### src/rtl/feac_rx.sv
module feac_rx #(
  parameter int DEPTH  = 4,
  parameter int WIN    = 10,
  parameter int THRESH = 8
) (
  input  logic        clk,
  input  logic        rst,
  input  logic        bit_en,
  input  logic        bit_in,
  input  logic        rd_en,
  input  logic        mask_feac,
  input  logic        idle_ie,
  output logic [15:0] status,
  output logic        irq
);
  localparam int PW = (DEPTH > 1) ? $clog2(DEPTH) : 1;
  localparam int CW = $clog2(DEPTH + 1);
  localparam int HW = $clog2(WIN + 1);

  logic [15:0] sr;
  logic [5:0]  hist [WIN-1];
  logic [WIN-2:0] hist_v;
  logic [HW-1:0]  votes;
  logic        acc_vld;
  logic [5:0]  acc_code;
  logic [4:0]  ones;
  logic [5:0]  mem [DEPTH];
  logic [PW-1:0] wp, rp;
  logic [CW-1:0] cnt;
  logic        cd_q, idle_q, ovf_q;

  wire [15:0] sr_nx  = {bit_in, sr[15:1]};
  wire        framed = bit_en && sr_nx[7:0] == 8'hFF && !sr_nx[8] && !sr_nx[15];
  wire [5:0]  code   = sr_nx[14:9];

  always_comb begin
    votes = HW'(1);
    for (int i = 0; i < WIN - 1; i++)
      if (hist_v[i] && hist[i] == code) votes = votes + HW'(1);
  end

  wire accept   = framed && votes >= HW'(THRESH) && (!acc_vld || code != acc_code);
  wire idle_hit = bit_en && bit_in && acc_vld && ones == 5'd15;
  wire empty    = cnt == '0;
  wire pop      = rd_en && !empty;
  wire push     = accept && (cnt != CW'(DEPTH) || pop);
  wire ovf_hit  = accept && !push;

  always_ff @(posedge clk) begin
    if (rst) begin
      sr       <= '0;
      hist_v   <= '0;
      acc_vld  <= 1'b0;
      acc_code <= '0;
      ones     <= '0;
    end else begin
      if (bit_en) begin
        sr   <= sr_nx;
        ones <= !bit_in ? 5'd0 : (ones == 5'd16 ? ones : ones + 5'd1);
      end
      if (framed) begin
        hist[0] <= code;
        for (int i = 1; i < WIN - 1; i++) hist[i] <= hist[i-1];
        hist_v  <= {hist_v[WIN-3:0], 1'b1};
      end
      if (accept) begin
        acc_vld  <= 1'b1;
        acc_code <= code;
      end
      if (idle_hit) begin
        acc_vld <= 1'b0;
        hist_v  <= '0;
      end
    end
  end

  always_ff @(posedge clk) begin
    if (rst) begin
      wp  <= '0;
      rp  <= '0;
      cnt <= '0;
    end else begin
      if (push) begin
        mem[wp] <= code;
        wp <= (wp == PW'(DEPTH - 1)) ? '0 : wp + PW'(1);
      end
      if (pop) rp <= (rp == PW'(DEPTH - 1)) ? '0 : rp + PW'(1);
      cnt <= cnt + CW'(push) - CW'(pop);
    end
  end

  always_ff @(posedge clk) begin
    if (rst) begin
      cd_q   <= 1'b0;
      idle_q <= 1'b0;
      ovf_q  <= 1'b0;
    end else begin
      cd_q   <= accept   | (cd_q   & ~rd_en);
      idle_q <= idle_hit | (idle_q & ~rd_en);
      ovf_q  <= ovf_hit  | (ovf_q  & ~rd_en);
    end
  end

  assign status = {ovf_q, empty, empty ? 6'd0 : mem[rp], 6'd0, idle_q, cd_q};
  assign irq    = mask_feac & (cd_q | (idle_ie & idle_q));

  a_r11_reset_state: assert property (@(posedge clk) rst |=> status == 16'h4000);
  a_r4_fifo_bound:   assert property (@(posedge clk) disable iff (rst) cnt <= CW'(DEPTH));
  a_r7_event_latch:  assert property (@(posedge clk) disable iff (rst) accept |=> status[0]);
  a_r10_keep_event:  assert property (@(posedge clk) disable iff (rst) (rd_en && accept) |=> status[0]);
  a_r7_clear_read:   assert property (@(posedge clk) disable iff (rst) (rd_en && !accept) |=> !status[0]);
  a_r6_ovf_latch:    assert property (@(posedge clk) disable iff (rst) ovf_hit |=> status[15]);
  a_r6_no_drop_room: assert property (@(posedge clk) disable iff (rst) (accept && empty) |=> !status[14]);
  a_r8_idle_latch:   assert property (@(posedge clk) disable iff (rst) idle_hit |=> status[1]);
  a_r9_irq_masked:   assert property (@(posedge clk) disable iff (rst) !mask_feac |-> !irq);
  a_r12_zero_bits:   assert property (@(posedge clk) disable iff (rst) status[7:2] == 6'd0);
endmodule

### config.mk
export PLATFORM = sky130hd
export DESIGN_NAME = feac_rx
export DESIGN_NICKNAME = d
export VERILOG_FILES = /design/src/rtl/feac_rx.sv
export SDC_FILE = /design/constraint.sdc
export NUM_CORES = 1
export LEC_CHECK = 0
export ABC_AREA = 1
export BUFFER_PORTS_ARGS = -buffer_cell sky130_fd_sc_hd__buf_2
export CAP_MARGIN = 20
export CORE_MARGIN = 8
export CORE_UTILIZATION = 58
export CTS_CLUSTER_DIAMETER = 150
export DETAILED_ROUTE_END_ITERATION = 8
export GPL_TIMING_DRIVEN = 1
export PLACE_DENSITY = 0.75
export SLEW_MARGIN = 10
export SYNTH_ARGS = -nofsm -noshare
export SYNTH_HDL_FRONTEND = slang
export SYNTH_SLANG_ARGS = --single-unit
export TNS_END_PERCENT = 5
### constraint.sdc
create_clock -name clk -period 8.95 [get_ports clk]
set_input_delay 0.895 -clock clk [delete_from_list [all_inputs] [get_ports clk]]
set_output_delay 0.895 -clock clk [all_outputs]
set_load 0.01 [all_outputs]
# Word level (Yosys, flattened, before mapping)
# Memories as Yosys holds them, arrays and structs flattened. A register that Yosys moved wholly into a read port is not among the register bits.
# Cells that the tools add are included.
[word_totals]
reg_bits = 47
ramBits = 78
wordCells = 106
mem_count = 2
[classes]
n_addsub = 13
magnitude_cmp = 1
eq_ne = 17
n_mux = 22
bitwise_logic = 10
n_reduce_logical = 30
[memory_table]
columns = ["name", "depth", "word_bits", "rd", "rd_clocked_by_memory_dff", "write_ports", "line_no", "source"]
rows = [
  ["hist", 9, 6, 9, 0, 9, "21", "logic [5:0] hist [WIN-1];"],
  ["mem", 4, 6, 1, 1, 1, "27", "logic [5:0] mem [DEPTH];"],
]
[ops]
columns = ["cell", "count"]
rows = [
  ["$eq 6x6->1", 9],
  ["$add 4x1->4 const B", 8],
  ["$mux 4", 8],
  ["$logic_and 1x1->1", 20],
  ["$mux 2", 5],
  ["$mux 5", 2],
  ["$eq 8x8->1 const B", 1],
  ["$mux 1", 6],
  ["$mux 6", 1],
  ["$ne 6x6->1", 1],
  ["$add 5x1->5 const B", 1],
  ["$and 1x1->1", 5],
  ["$eq 5x4->1 const B", 1],
  ["$eq 5x5->1 const B", 1],
  ["$logic_not 1->1", 5],
  ["$add 2x1->2 const B", 2],
  ["$eq 2x2->1 const B", 2],
  ["$ge 4x4->1 const B", 1],
  ["$or 1x1->1", 4],
  ["$add 3x1->3", 1],
  ["$logic_not 3->1", 1],
  ["$ne 3x3->1 const B", 1],
  ["$sub 3x1->3", 1],
  ["$logic_or 1x1->1", 2],
  ["other kinds (4)", 4],
]

# Depth between registers and ports, before layout
# An unclocked memory read counts as a cell.
[logic_depth]
depth_word = 27
ltp_mapped = 41
mapped_depth_nobuf = 39

# Worst setup path before layout
# No wires, ideal clock.
[synth_path]
path_type = "flip-flop to flip-flop"
from = "register sr[15]"
to = "register cnt[2]"
setup_ns = 0.078
arrival_time_ns = 5.764
t_required_ns = 8.872
path_slack_ns = 3.108
path_stages_with_launch = 34
path_buffers = 2
synth_period_minus_slack_ns = 5.842
cell_sequence = "dfxtp_1 > buf_4 > inv_2 > buf_4 > a211o_1 > nor4_1 > fa_1 > nand3_1 > nand2_1 > ha_1 > nand2_1 > nand2_1 > ha_1 > or2_1 > nand2_1 > inv_2 > ha_1 > nand2_1 > nand2_2 > ha_1 > inv_1 > nor2_1 > nand3b_1 > nand2_1 > nor2_2 > nand2_2 > a21oi_2 > nand4_1 > ha_1 > inv_1 > ha_1 > fa_1 > and3_1 > nor3_1"
[synth_via]
elab_chain_len = 25
word_cells_on_any_way = 43
[synth_lines]
columns = ["item", "line_no", "source"]
rows = [
  ["from (decl)", "20", "logic [15:0] sr;"],
  ["from (signal assigned)", "58", "sr <= sr_nx;"],
  ["$eq 6x6->1", "39", "if (hist_v[i] && hist[i] == code) votes = votes + HW'(1);"],
  ["$logic_and 1x1->1", "39", ""],
  ["$mux 2", "39", ""],
  ["$add 4x1->4", "39", ""],
  ["$mux 4", "39", ""],
  ["$add 4x1->4", "39", ""],
  ["$mux 4", "39", ""],
  ["$add 4x1->4", "39", ""],
  ["[9 not listed]", "n/a", ""],
  ["$add 4x1->4", "39", ""],
  ["$mux 4", "39", ""],
  ["$ge 4x4->1", "42", "wire accept = framed && votes >= HW'(THRESH) && (!acc_vld || code != acc_code);"],
  ["$logic_and 1x1->1", "42", ""],
  ["$logic_and 1x1->1 (*)", "42", ""],
  ["$logic_and 1x1->1 (*)", "46", "wire push = accept && (cnt != CW'(DEPTH) || pop);"],
  ["$add 3x1->3 (*)", "88", "cnt <= cnt + CW'(push) - CW'(pop);"],
  ["$sub 3x1->3 (*)", "88", ""],
  ["to (signal assigned)", "88", ""],
  ["to (decl)", "29", "logic [CW-1:0] cnt;"],
]
# Every way passes the cells marked *; elsewhere a longest branch is shown, timed or not.
# A chain may end at the register's enable or synchronous reset.

# Worst setup path after layout
# Ends and elaborated chain as after synthesis.

==> run metrics <==
Hold Vio Cnt, Final=0; Hold WC Path Type=flop to flop; post-route ant nets=0; Post-route DRC=0; clock slew at reported path FFs=60 ps; final WL=13100 um; First DRT Iteration DRCs=512; Reg-to-Reg Start=sr[15]; path type of the worst setup path=flop to flop; register area share after synthesis=0.527; Final Power=1.49 mW; hold_sp=hist[0][24]; # hold bufs at CTS=0; Critical Path AT=7200 ps; IO buf count=17; Final Critical Period=6750 ps; PwrDens=215 mW/mm^2; Cell variety after synth=44; Synth area leader=edfxtp_1; Worst Path Required=9400 ps; core area=0.0107 mm^2; Mapped Cells=702; Clock Latency Late Sink=520 ps; IO Pins=24; DIE HEIGHT=approximately 120 um; Worst Setup EP=cnt[2]; via count=4691; LEAKAGE=2.86 nW; global-route wire length before repair=21900 um; Num CTS Buffers=17; vias per cell=5.42; CP endpoint kind=flop; Clk Tree Root Cell=clkbuf_8; outcome=finished, final reports clean; launch point of the worst path=sr[15]; Pins Over Slew Limit=0; Die W=120 um; f_max=148 MHz; grt total ovfl=0; ys async rst share=0; setup bufs post-CTS=0; Worst R2R Setup Slack=between 2000 and 2500 ps; top_reg_cell synth=edfxtp_1; worst-margin pin slew=930 ps; Area growth syn-to-layout=10.5%; reg-to-reg endpoint=cnt[2]; drt first pass iters=5; Antenna Cells=0; # rows=38; die area=0.0144 mm^2; CTS resizes=0; Tcrit/Tclk final=0.755; Final GP Congestion=0.923; HPWL Detailed=9270 um; wire length per cell=~15 um; Synth Warn #=0; Max-slew headroom=0.374; TritonCTS clock tree=yes; unrepaired setup endpoints after global routing=no; peak per-stage delay on the critical path=770 ps; number of synthesized register bits=126; Total GRT Usage=0.191; clk_skew=7.00 ps; Worst setup SP type=flop; syn avg cell area=8.93 um^2; Post-synth EDFFs=78; Critical Path Most Common Cell=nand2_1; Worst Path Max Fanout=15; initial antenna violation count=0; worst vdd rail ir drop=between 100 and 150 uV; Setup TNS Final=0 ps; Synth top area share=0.374; Initial Util=0.586; H-tree Lvls=4; Finished Core Util=0.647; layout cells sized above 1=0.139; nets@finish=approximately 740; Synth area leaders=edfxtp_1, dfxtp_1, nand2_1; Slowest cell on crit path=nor4_1; largest net degree at the start of global routing=55; Final setup viols=0; worst-case clock buffer depth=2; clk sinks=126; number of global-route vias before repair=4522; R2R cell count=32; Post-Syn Area=0.00627 mm^2; MaxCap Viol Count=0
## worst min path at each step
stage	to	slack [ps]	cells past startpoint
after detailed placement	hist[0][30]	440	0
after global routing	hist[0][30]	460	0
after floorplan	hist[0][30]	430	0
final	hist[0][30]	450	0
after CTS	hist[0][30]	450	0
after global placement	hist[0][30]	430	0
## worst max-delay path: cells and delay by family (launching register included)
| family | cells | cell delay [ps] |
|---|---|---|
| and+or+nand+nor | 17 | 2610 |
| adders and majority gates | 8 | 2390 |
| DFF | 1 | 680 |
| AOI/OAI and AO/OA | 2 | 500 |
| buffers and inverters | 5 | 500 |
## per-layer routing
metal,track usage,up-vias,share of wire
li1,-,2323,-
met1,0.246,2187,0.44
met2,0.301,161,0.47
met3,0.0545,20,0.076
met4,0.0718,0,0.014
met5,0,-,0
## area by class of cell
| class | instances | area [um^2] |
|---|---|---|
| timing repair buffer | 19 | 100 |
| multi-input combinational | 452 | 2400 |
| clock buffer | 17 | 414 |
| inverter | 97 | 369 |
| clock inverter | 15 | 161 |
| fill | 834 | 3780 |
| sequential | 126 | 3300 |
| tap | 140 | 175 |
## cell usage in the layout (no fill, tap or decap), types with 16 or more instances in the layout
master	netlist	final
o21ai_0	46	46
edfxtp_1	78	78
a21oi_1	39	39
inv_1	87	87
nand2_2	18	18
dfxtp_1	48	48
ha_1	17	17
nand2_1	128	128
nor2_1	81	80
buf_2	3	17
nand3_1	25	25
clkbuf_16	0	16
## power by group
| part | leakage (nW) | switching, mW | internal (mW) |
|---|---|---|---|
| Combinational | 1.50 | 0.111 | 0.0627 |
| Clock | 0.267 | 0.263 | 0.399 |
| Sequential | 1.09 | 0.0252 | 0.630 |
| Total | 2.86 | 0.399 | 1.09 |
## registers in the layout (all words and copies together) (netlist names), 2 cells and up, named ones only
| name | count |
|---|---|
| rp | 2 |
| mem | 24 |
| hist_v | 9 |
| hist | 54 |
| cnt | 3 |
| ones | 5 |
| acc_code | 6 |
| wp | 2 |
| sr | 15 |
## synth_stat cells, types with 2 or more instances
cell type and n:
buf_2 3, buf_4 16, nor2_1 81, edfxtp_1 78, xor2_1 8, a2111oi_0 3
buf_6 5, o21ai_1 5, nor3_1 8, nand3b_1 2, nand3_1 25, a21oi_1 39
inv_2 7, or2_1 2, nand2_1 128, nand3_2 9, a21oi_2 2, and3_1 2
nor4_1 7, nand4_1 6, nor2_2 5, inv_1 87, dfxtp_1 48, inv_4 2
xnor2_1 4, o22ai_1 7, clkbuf_1 8, nand2_2 18, o21ai_0 46, a211oi_1 3
or2_2 3, fa_1 2, o211ai_1 3, nor2_4 4, ha_1 17
## cells by family (layout without fill, tap and decap cells)
family	count (synthesis)	count (layout)	synth area share
xor gates and xnor gates	12	12	0.0168
adders and majority gates	19	19	0.0403
AOI/OAI and AO/OA	113	113	0.100
other	1	6	0.000598
buffers and inverters	129	148	0.0942
DFF	126	126	0.527
and+or+nand+nor	302	302	0.221
## per-stage QoR
stage / cells / hold slack, ps / area [um^2] / worst slack [ps]
floorplan: 707 / 426 / 6280 / 3110
global placement: 834 / 431 / 6350 / 2540
detailed placement: 834 / 440 / 6350 / 2260
CTS: 866 / 453 / 6920 / 2220
global route: 866 / 456 / 6920 / 1560
finish: 866 / 452 / 6920 / 2200
Note: power is estimated with default switching activity, not from simulation.
